### src/rtl/gic_pkg.sv
package gic_pkg;

    localparam int unsigned ADDR_W = 2;

    localparam logic [ADDR_W-1:0] ADDR_INPUT  = 2'd0;
    localparam logic [ADDR_W-1:0] ADDR_STATUS = 2'd1;

    // Per-line capture state.
    typedef struct packed {
        logic ref_lvl;   // level last handed to the host
        logic hold;      // level frozen at first change
        logic latched;   // capture is holding
        logic status;    // pending interrupt bit
    } line_state_t;

endpackage

### src/rtl/gic_sync.sv
module gic_sync #(
    parameter int unsigned N_LINES = 8,
    parameter int unsigned STAGES  = 2
) (
    input  logic               clk_i,
    input  logic               rst_ni,
    input  logic [N_LINES-1:0] async_i,
    output logic [N_LINES-1:0] sync_o
);

    logic [N_LINES-1:0] stage_d [STAGES];
    logic [N_LINES-1:0] stage_q [STAGES];

    always_comb begin
        stage_d[0] = async_i;
        for (int s = 1; s < STAGES; s++) begin
            stage_d[s] = stage_q[s-1];
        end
    end

    always_ff @(posedge clk_i or negedge rst_ni) begin
        if (!rst_ni) begin
            for (int s = 0; s < STAGES; s++) begin
                stage_q[s] <= '0;
            end
        end else begin
            for (int s = 0; s < STAGES; s++) begin
                stage_q[s] <= stage_d[s];
            end
        end
    end

    assign sync_o = stage_q[STAGES-1];

endmodule

### src/rtl/gic_line.sv
module gic_line
    import gic_pkg::*;
(
    input  logic clk_i,
    input  logic rst_ni,
    input  logic level_i,     // synchronized pin level
    input  logic mask_i,
    input  logic lat_en_i,
    input  logic take_i,      // input-port read this cycle
    output logic port_o,      // value the input port shows
    output logic status_o,
    output logic latched_o,
    output logic hold_o
);

    line_state_t st_d, st_q;
    logic        differs;

    always_comb begin
        st_d    = st_q;
        port_o  = st_q.latched ? st_q.hold : level_i;
        differs = (level_i != st_q.ref_lvl);

        if (take_i) begin
            // The host now owns this value: it becomes the reference.
            st_d.ref_lvl = port_o;
            st_d.latched = 1'b0;
            st_d.status  = 1'b0;
        end else if (lat_en_i) begin
            if (!st_q.latched) begin
                st_d.latched = differs;
                st_d.hold    = level_i;
                st_d.status  = differs & ~mask_i;
            end
        end else begin
            // Unlatched: status tracks a live pending difference.
            st_d.latched = 1'b0;
            st_d.status  = differs & ~mask_i;
        end
    end

    always_ff @(posedge clk_i or negedge rst_ni) begin
        if (!rst_ni) begin
            st_q <= '0;
        end else begin
            st_q <= st_d;
        end
    end

    assign status_o  = st_q.status;
    assign latched_o = st_q.latched;
    assign hold_o    = st_q.hold;

endmodule

### src/rtl/gic_regread.sv
module gic_regread
    import gic_pkg::*;
#(
    parameter int unsigned N_LINES = 8
) (
    input  logic               clk_i,
    input  logic               rst_ni,
    input  logic               stb_i,
    input  logic [ADDR_W-1:0]  addr_i,
    input  logic [N_LINES-1:0] port_i,
    input  logic [N_LINES-1:0] status_i,
    output logic [N_LINES-1:0] data_o
);

    logic [N_LINES-1:0] data_d, data_q;

    always_comb begin
        data_d = data_q;
        if (stb_i) begin
            unique case (addr_i)
                ADDR_INPUT:  data_d = port_i;
                ADDR_STATUS: data_d = status_i;
                default:     data_d = '0;
            endcase
        end
    end

    always_ff @(posedge clk_i or negedge rst_ni) begin
        if (!rst_ni) begin
            data_q <= '0;
        end else begin
            data_q <= data_d;
        end
    end

    assign data_o = data_q;

endmodule

### src/rtl/gpio_irq_capture.sv
module gpio_irq_capture
    import gic_pkg::*;
#(
    parameter int unsigned N_LINES     = 8,
    parameter int unsigned SYNC_STAGES = 2
) (
    input  logic               clk_i,
    input  logic               rst_ni,
    input  logic [N_LINES-1:0] pin_i,
    input  logic [N_LINES-1:0] mask_i,
    input  logic [N_LINES-1:0] lat_en_i,
    input  logic               rd_stb_i,
    input  logic [ADDR_W-1:0]  rd_addr_i,
    output logic [N_LINES-1:0] rd_data_o,
    output logic               irq_n_o
);

    logic [N_LINES-1:0] level_s;
    logic [N_LINES-1:0] port_vec;
    logic [N_LINES-1:0] status_vec;
    logic [N_LINES-1:0] latched_vec;
    logic [N_LINES-1:0] hold_vec;
    logic               take;

    assign take = rd_stb_i && (rd_addr_i == ADDR_INPUT);

    gic_sync #(
        .N_LINES (N_LINES),
        .STAGES  (SYNC_STAGES)
    ) u_sync (
        .clk_i   (clk_i),
        .rst_ni  (rst_ni),
        .async_i (pin_i),
        .sync_o  (level_s)
    );

    for (genvar i = 0; i < N_LINES; i++) begin : g_line
        gic_line u_line (
            .clk_i     (clk_i),
            .rst_ni    (rst_ni),
            .level_i   (level_s[i]),
            .mask_i    (mask_i[i]),
            .lat_en_i  (lat_en_i[i]),
            .take_i    (take),
            .port_o    (port_vec[i]),
            .status_o  (status_vec[i]),
            .latched_o (latched_vec[i]),
            .hold_o    (hold_vec[i])
        );
    end

    gic_regread #(
        .N_LINES (N_LINES)
    ) u_read (
        .clk_i    (clk_i),
        .rst_ni   (rst_ni),
        .stb_i    (rd_stb_i),
        .addr_i   (rd_addr_i),
        .port_i   (port_vec),
        .status_i (status_vec),
        .data_o   (rd_data_o)
    );

    assign irq_n_o = ~|(status_vec & ~mask_i);

endmodule

### config.mk
export PLATFORM = sky130hd
export DESIGN_NAME = gpio_irq_capture
export DESIGN_NICKNAME = d
export VERILOG_FILES = /design/src/rtl/gic_pkg.sv /design/src/rtl/gic_sync.sv /design/src/rtl/gic_line.sv /design/src/rtl/gic_regread.sv /design/src/rtl/gpio_irq_capture.sv
export SDC_FILE = /design/constraint.sdc
export NUM_CORES = 1
export LEC_CHECK = 0
export BUFFER_PORTS_ARGS = -buffer_cell sky130_fd_sc_hd__buf_2
export CAP_MARGIN = 20
export CELL_PAD_IN_SITES_DETAIL_PLACEMENT = 2
export CELL_PAD_IN_SITES_GLOBAL_PLACEMENT = 2
export CORE_ASPECT_RATIO = 0.7
export CORE_UTILIZATION = 34
export DETAILED_ROUTE_END_ITERATION = 8
export HOLD_SLACK_MARGIN = 0.08
export PLACE_DENSITY_LB_ADDON = 0.2
export SETUP_SLACK_MARGIN = 0.05
export SYNTH_ARGS = -nofsm -noshare
export SYNTH_HDL_FRONTEND = slang
export SYNTH_SLANG_ARGS = --single-unit
### constraint.sdc
create_clock -name clk_i -period 1 [get_ports clk_i]
set_input_delay 0.2 -clock clk_i [delete_from_list [all_inputs] [get_ports clk_i]]
set_output_delay 0.2 -clock clk_i [all_outputs]
set_load 0.02 [all_outputs]
==> reports/qor.yml, run 1 <==
final_layout:
  n_antenna_cell: 0
  area_growth_pct: 65.0
  nFillCells: 575
  layout-drive-gt1-share_pct: 62.8
  fin_nets: 316
detailed_routing:
  drc_errors: 0
  route.vias.total: 1932
  routed_via_density: 5.10
  drtPass1Iterations: 4
  avgRoutedWirePerCell_um: 24.6
  wl_mm: 9.34
  drt.antenna.violating_nets: 0
  drtIter0Drc: 77
clock_tree:
  htreeDepth: 2
  cts_inserted_buffers: 5
  cts_buffer_depth: 2
  clock_latency_ns: 0.32
  cts_tree: "yes"
  clk_root_buffer_cell: "clkbuf_8"
  cts_sinks: 56
  clkTransAtPathRegs_ns: 0.11
yosys:
  synth_area_leaders: "dfrtp_1 61%, mux2_2 7.9%, o211a_1 3.5%"
  synth-edff-count: 0
  synth_top_area_cell: "dfrtp_1"
  synthCells: 174
  seq_area_frac_synth_pct: 61.2
  synth.avg_cell_area_sq_um: 13.2
  synth_common_cells: "56 x dfrtp_1, 16 x mux2_2, 12 x nor2_1"
  ys_types: 25
  post-synth-top-count-cell: "dfrtp_1"
  syn-cell-area_sq_um: 2290
  dominantRegCellSynth: "dfrtp_1"
  synth_seq_cells: 56
  syn-num-nets: 203
  synth-async-reset-ratio_pct: 100
  yosysTopAreaCellShare_pct: 61.2
  yosysWarnings: 0
global_route:
  track_usage_pct: 23.9
  antenna_found_initial: 0
  grt_max_degree: 57
  grt_overflow: 0
  grt_pass1_wl_mm: 12.4
  grt_pass1_vias: 2269
status:
  status: "finished, violations left"
  violations: "negative setup slack"
power:
  leakage_nw: 1.79
  irDropWorstVdd_v: 0.000955
  powerDensity_nw_per_um2: 1780
  power.total_mw: 6.71
timing:
  tightest_slew_ns: 0.367
  setup_viol: 45
  finalCritPeriodShare_pct: 158
  rsz0062_at_grt: "true"
  finalHoldWorstSlack_ns: 0.167
  slew_viol_final: 0
  slew_headroom_pct: 75.5
  min_period_ns: 1.58
  hold_viol_final: 0
  clock_skew_ns: 0.0111
  fmax_mhz: 633
  fin_ws_ns: -0.579
placed_design:
  gp_congestion: 0.754
  hpwlAfterDp_mm: 4.95
  port_buffers: 37
floorplan:
  die_x_um: 100
  core_sq_um: 6370
  io_pins: 38
  dieArea_sq_um: 7080
  start_util_pct: 36.0
  rows: 24
  die_y_um: 70.7
setup_path:
  worstPathCellList: "inv_1 -> o22ai_2 -> nor4_4 -> buf_4"
  critPathMaxStageDelay_ns: 0.42
  crit_buf_inv: 2
  required_ns: 0.80
  crit_path_end_kind: "output pin"
  cp-start-kind: "register"
  cp_slowest_cell: "dfrtp_1"
  worst_ep_arrival_time_ns: 1.38
  crit_type: "reg2out"
  crit_family: "flip-flops"
  crit_fanout: 2
flow_run:
  drv_cap: 0
worst_hold_path:
  min_path_type: "in2reg"
==> per-layer routing <==
layer / vias up / share of wire, % / wire length, um / track usage [%]
met4: 0 / 1.8 / 172 / 4.51
met1: 1013 / 40 / 3750 / 27.3
li1: 848 / - / - / -
met3: 19 / 3.2 / 295 / 4.64
met5: - / 0 / 0 / 0
met2: 52 / 55 / 5120 / 46.6
==> final timing paths <==
| kind | start | endpoint | slack [ns] | depth (start not counted) |
|---|---|---|---|---|
| setup reg to reg | g_line[0].u_line.latched_o$_DFF_PN0_ | u_read.data_o[0]$_DFFE_PN0P_ | -0.19 | 3 |
| setup / recovery | g_line[5].u_line.status_o$_DFFE_PN0P_ | irq_n_o | -0.58 | 4 |
| min in group asynchronous | rst_ni | u_sync.stage_d[5]$_DFF_PN0_ | 0.43 | 3 |
| max in group asynchronous | rst_ni | g_line[3].u_line.latched_o$_DFF_PN0_ | 0.27 | 3 |
| hold / removal | lat_en_i[3] | g_line[3].u_line.latched_o$_DFF_PN0_ | 0.17 | 2 |
| hold reg to reg | u_sync.stage_d[1]$_DFF_PN0_ | u_sync.sync_o[1]$_DFF_PN0_ | 0.36 | 0 |
==> sequential cells by signal, summed over array words and instances (netlist names) <==
register / count
g_line.u_line.hold_o: 8
g_line.u_line.latched_o: 8
g_line.u_line.st_q: 8
g_line.u_line.status_o: 8
u_read.data_o: 8
u_sync.stage_d: 8
u_sync.sync_o: 8
==> cells by family after synthesis <==
family                    share of synthesized area, %
DFF                                               61.2
AOI/OAI and AO/OA                                 14.4
and+or+nand+nor                                   7.43
muxes                                             11.6
buffers and inverters                             2.35
xor gates and xnor gates                          3.06
==> metrics by stage <==
stage                     utilization [%]  area [sq um]  setup slack (ns)  instances  TNS (ns)
final                                59.4          3780            -0.579        379     -4.82
after global routing                 59.4          3780            -0.693        379     -6.18
after CTS                            55.3          3520            -0.544        372     -3.56
after detailed placement             47.2          3010            -0.370        347     -7.07
after global placement               47.2          3010            -0.278        347     -5.05
after floorplan                         -          2330            -0.140        174     -1.74
==> cells in the final DEF, fill, tap and decap left out, drive strengths merged, types with 4 or more instances in the layout <==
cell type	synthesis	final
buf	2	99
dfrtp	56	56
mux2	17	17
nor2	12	12
a21oi	11	11
dlygate4sd3	0	9
nor3b	9	9
inv	9	9
o211a	8	8
xor2	8	8
a32oi	8	8
clkbuf	0	7
mux2i	7	7
o2bb2ai	5	5
nand2	4	4
o22ai	4	4
==> cell type report <==
type | count | area (sq um) | area share [%]
clock buffer | 7 | 86.3 | 2.28
clock inverter | 1 | 7.51 | 0.199
sequential | 56 | 1410 | 37.3
timing repair buffer | 108 | 880 | 23.3
multi-input combinational | 106 | 1240 | 32.9
tap | 91 | 114 | 3.01
inverter | 10 | 37.5 | 0.993
==> power by group <==
part	total [mW]	switching (mW)	internal (mW)
Combinational	2.28	1.02	1.26
Sequential	3.05	0.417	2.63
Clock	1.38	0.812	0.567
Total	6.71	2.25	4.46
==> timing repair <==
action,CTS,global route
hold buffers,9,0
buffers inserted,10,9
endpoints found under the setup margin,44,49
pin swaps,22,21
hold endpoints to repair,64,0
gates resized for setup,68,41
Note: power is estimated with default switching activity, not from simulation.
==> run 2: changes to the inputs <==
--- a/config.mk
+++ b/config.mk
@@ -13,2 +13,3 @@
 export CORE_UTILIZATION = 34
+export CTS_CLUSTER_SIZE = 10
 export DETAILED_ROUTE_END_ITERATION = 8
==> constraint.sdc (replaced) <==
create_clock -name clk_i -period 1 [get_ports clk_i]
set_input_delay 0.1 -clock clk_i [delete_from_list [all_inputs] [get_ports clk_i]]
set_output_delay 0.1 -clock clk_i [all_outputs]
set_load 0.02 [all_outputs]
==> run 2 against run 1 <==
Effect of this change:
- the run still ends with negative setup slack left
- critical path depth unchanged
- clock power up 20%
- sequential power about the same
- final cell count down 0.53%
- combinational power about the same
- maximum frequency up 3.7%
- final area down 1.1%
- global-route usage up 1.6 points
- first-iteration DRC count up 22%
- sequential cell count unchanged
- critical endpoint unchanged
- largest cell class unchanged
==> reports/qor.yml, run 2 (same netlist as run 1, synthesis figures left out) <==
placed_design:
  hpwlAfterDp_mm: 4.65
  gp_congestion: 0.741
  place_area_sq_um: 2950
  port_buffers: 37
  place_inst: 336
  dp_slack_ns: -0.284
setup_path:
  worst_ep_arrival_time_ns: 1.42
  required_ns: 0.90
  reg2reg_slack_ns: -0.21
  reg2reg_to: "u_read.data_o[6]$_DFFE_PN0P_"
  crit_path_end_kind: "output pin"
  crit_type: "reg2out"
  reg2reg_from: "g_line[6].u_line.latched_o$_DFF_PN0_"
  r2r_cells: 3
  crit_fanout: 2
  cp-start-kind: "register"
flow_run:
  drv_cap: 0
detailed_routing:
  routed_via_density: 5.14
  routed.top_layer: "met4"
  routed-wl-met2_mm: 5.48
  drtPass1Iterations: 4
  drtIter0Drc: 94
  dr_wl_met3_um: 351
  wl_mm: 10.0
  route.vias.total: 1937
  drc_errors: 0
  drt.antenna.violating_nets: 0
  avgRoutedWirePerCell_um: 26.7
  wl_met1_mm: 3.96
timing:
  finalHoldWorstSlack_ns: 0.155
  setup_viol: 39
  hold_viol_final: 0
  slew_headroom_pct: 70.1
  tightest_slew_ns: 0.448
  min_period_ns: 1.52
  finalCritPeriodShare_pct: 152
  slew_viol_final: 0
  fmax_mhz: 657
  fin_ws_ns: -0.522
  rsz0062_at_grt: "true"
  clock_skew_ns: 0.00850
  tns_ns: -4.24
worst_hold_path:
  min_path_type: "in2reg"
  min_from: "rd_stb_i"
  holdPathEnd: "u_read.data_o[1]$_DFFE_PN0P_"
  holdPathStages: 3
global_route:
  grt_max_degree: 57
  track_usage_pct: 25.5
  grt_pass1_wl_mm: 13.1
  grt_overflow: 0
  antenna_found_initial: 1
  grt_pass1_vias: 2260
floorplan:
  io_pins: 38
  die_x_um: 100
  core_sq_um: 6370
  die_y_um: 70.7
  rows: 24
  start_util_pct: 36.0
  dieArea_sq_um: 7080
final_layout:
  mostFrequentLayoutCells: "51 x dfrtp_1, 40 x buf_4, 28 x buf_2"
  layout-drive-gt1-share_pct: 57.9
  fin_nets: 313
  final_common_cell: "dfrtp_1"
  instances_no_fill: 377
  design_area_sq_um: 3740
  area_growth_pct: 63.1
  seqCellArea_sq_um: 1410
  nFillCells: 586
  multiInputGateArea_sq_um: 1190
clock_tree:
  cts_sinks: 56
  clk_root_buffer_cell: "clkbuf_8"
  cts_buffer_depth: 2
  cts_tree: "yes"
  clkTransAtPathRegs_ns: 0.12
  cts_inserted_buffers: 5
  clock_latency_ns: 0.32
  htreeDepth: 2
power:
  leakage_nw: 1.77
  irDropWorstVdd_v: 0.000821
  powerDensity_nw_per_um2: 1860
status:
  violations: "negative setup slack"
  status: "finished, violations left"
run 2: per-stage QoR:
| stage | total power [mW] | util (%) |
|---|---|---|
| after CTS | 6.40 | 55.0 |
| after global placement | 4.26 | 46.3 |
| after detailed placement | 4.42 | 46.3 |
| after floorplan | 3.70 | - |
| after global routing | 7.19 | 58.7 |
| final | 6.96 | 58.7 |
run 2: how the worst max path moves through the flow:
stage                                                startpoint                                   to  slack, ns  depth (start not counted)
after global routing      g_line[4].u_line.status_o$_DFFE_PN0P_                              irq_n_o      -0.55                          4
after CTS                 g_line[3].u_line.status_o$_DFFE_PN0P_                              irq_n_o      -0.46                          4
after floorplan            g_line[6].u_line.latched_o$_DFF_PN0_  g_line[6].u_line.hold_o$_DFFE_PN0P_      -0.08                          2
final                     g_line[6].u_line.status_o$_DFFE_PN0P_                              irq_n_o      -0.52                          4
after detailed placement                               rd_stb_i  g_line[5].u_line.hold_o$_DFFE_PN0P_      -0.28                          5
after global placement                                 rd_stb_i  g_line[7].u_line.hold_o$_DFFE_PN0P_      -0.19                          5
run 2: final cells by class:
| cell class | instances | area share, % |
|---|---|---|
| Tap cell | 91 | 3.05 |
| Antenna cell | 1 | 0.0670 |
| Inverter | 10 | 1.00 |
| Sequential cell | 56 | 37.7 |
| Clock buffer | 6 | 2.21 |
| Clock inverter | 2 | 1.04 |
| Timing Repair Buffer | 105 | 23.1 |
| Multi-Input combinational cell | 106 | 31.9 |
run 2: critical path: stages, from the launching register on:
cell     delay, ns
dfrtp_1       0.42
inv_1         0.13
o22ai_2       0.13
nor4_4        0.24
buf_4         0.19
run 2: routing by layer:
metal  GRT usage, %  vias up
li1               -      844
met1           29.9     1019
met2           48.2       54
met3           4.25       20
met4           7.09        0
met5              0        -
run 2: timing repair:
item	4_1_cts	5_1_grt
endpoints found under the hold margin	72	0
pin swaps	24	18
hold buffers	17	0
gates resized for setup	54	34
buffers inserted	6	10
endpoints found under the setup margin	42	49
run 2: power by group:
group / leakage, nW / internal (mW) / switching, mW
registers: 0.678 / 2.63 / 0.432
clock network: 0.0614 / 0.822 / 0.825
logic: 1.03 / 1.22 / 1.04
==> run 3: changes to the inputs <==
- GPL_TIMING_DRIVEN: not set -> 0
- MAX_ROUTING_LAYER: not set -> met4
==> run 3 against run 2 <==
Effect of this change:
- the flow still finishes with violations (negative setup slack)
- maximum frequency is 3.3% higher
- utilization shrank 3.9 points
- power down 8.4%
- first-iteration DRC count is 73% lower
- sequential share of layout area grew 2.8 points
- combinational power shrank 12%
==> reports/qor.yml, run 3 (same netlist as run 1, synthesis figures left out) <==
clock_tree:
  clkTransAtPathRegs_ns: 0.10
  cts_sinks: 56
  cts_tree: "yes"
  clock_latency_ns: 0.33
  clk_root_buffer_cell: "clkbuf_8"
  cts_inserted_buffers: 5
  htreeDepth: 2
  cts_buffer_depth: 2
final_layout:
  final_common_cell: "dfrtp_1"
  n_antenna_cell: 0
  instances_no_fill: 355
  fin_nets: 293
  utilization_pct: 54.9
  area_growth_pct: 52.4
  design_area_sq_um: 3490
  layout-drive-gt1-share_pct: 54.9
  mostFrequentLayoutCells: "48 x dfrtp_1, 27 x buf_2, 21 x buf_4, 18 x dlygate4sd3_1"
global_route:
  grt_use_met3_pct: 4.45
  grt_overflow: 0
  track_usage_pct: 22.4
  use_met1_pct: 27.9
  grt_pass1_wl_mm: 11.5
  grt_pass1_vias: 2061
  antenna_found_initial: 0
  busiest_layer: "met2"
  grt_max_degree: 36
  grt_use_met2_pct: 38.3
setup_path:
  crit_fanout: 2
  reg2reg_slack_ns: -0.21
  required_ns: 0.90
  cp-start-kind: "register"
  crit_type: "reg2out"
  worst_ep_arrival_time_ns: 1.37
  crit_path_end_kind: "output pin"
detailed_routing:
  drtPass1Iterations: 4
  drc_errors: 0
  drt.antenna.violating_nets: 0
  wl_mm: 8.25
  route.vias.total: 1792
  routed_via_density: 5.05
  avgRoutedWirePerCell_um: 23.2
  drtIter0Drc: 25
placed_design:
  hpwlAfterDp_mm: 4.05
  place_area_sq_um: 2680
  dp_slack_ns: -0.618
  gp_congestion: 0.754
  port_buffers: 37
  place_inst: 303
floorplan:
  die_y_um: 70.7
  io_pins: 38
  rows: 24
  dieArea_sq_um: 7080
  die_x_um: 100
  core_sq_um: 6370
  start_util_pct: 36.0
timing:
  hold_viol_final: 0
  finalCritPeriodShare_pct: 147
  fin_ws_ns: -0.473
  slew_headroom_pct: 69.2
  clock_skew_ns: 0.00788
  slew_viol_final: 0
  fmax_mhz: 679
  min_period_ns: 1.47
  setup_viol: 30
  tightest_slew_ns: 0.462
  rsz0062_at_grt: "true"
power:
  powerDensity_nw_per_um2: 1830
  irDropWorstVdd_v: 0.000921
  power.total_mw: 6.38
  leakage_nw: 1.63
flow_run:
  drv_cap: 0
status:
  violations: "negative setup slack"
  status: "finished, violations left"
worst_hold_path:
  min_path_type: "in2reg"
==> run 3: final timing paths <==
kind                                                  startpoint                               endpoint  depth (start not counted)
max                        g_line[2].u_line.status_o$_DFFE_PN0P_                                irq_n_o                          4
min                                                  lat_en_i[5]  g_line[5].u_line.status_o$_DFFE_PN0P_                          3
max reg2reg                 g_line[2].u_line.latched_o$_DFF_PN0_           u_read.data_o[2]$_DFFE_PN0P_                          3
min reg2reg                          u_sync.stage_d[2]$_DFF_PN0_             u_sync.sync_o[2]$_DFF_PN0_                          0
max in group asynchronous                                 rst_ni   g_line[7].u_line.latched_o$_DFF_PN0_                          3
min in group asynchronous                                 rst_ni   g_line[4].u_line.st_q[3]$_DFFE_PN0P_                          2
==> run 3: power breakdown <==
part           switching (mW)  internal (mW)  total [mW]
Combinational           0.885           1.09        1.97
Sequential              0.387           2.63        3.02
Clock                   0.762          0.619        1.38
Total                    2.03           4.34        6.38
==> run 3: metrics by stage <==
step                      hold WS, ns  setup TNS [ns]
after floorplan                -0.196          -0.932
after global placement          0.209          -23.67
after detailed placement        0.112          -14.31
after CTS                       0.108           -2.34
after global routing           0.0884           -4.12
final                           0.106           -3.01
==> run 3: cell type report <==
type                            instances  area (sq um)
Buffer                                  2          18.8
Timing Repair Buffer                   83           673
Clock buffer                            7          96.3
Fill cell                             618          2870
Sequential cell                        56          1410
Multi-Input combinational cell        106          1140
Inverter                               10          37.5
Tap cell                               91           114
==> run 3: repair_timing <==
item,CTS,global route
pin swaps,21,20
resized for setup,52,35
hold buffers,18,0
buffers inserted,20,9
endpoints found under the setup margin,41,82
hold endpoints to repair,38,0
==> run 3: layer usage <==
layer  vias to the layer above  part of all wire, %
met2                        30                   53
li1                        807                    -
met5                         -                    0
met1                       946                   42
met3                         9                  2.9
met4                         0                  1.6
==> run 3: critical path: stages, from the launching register on <==
cell and delay, ns:
dfrtp_1 0.43, inv_2 0.09, o22ai_4 0.08, nor4_4 0.26
buf_4 0.18
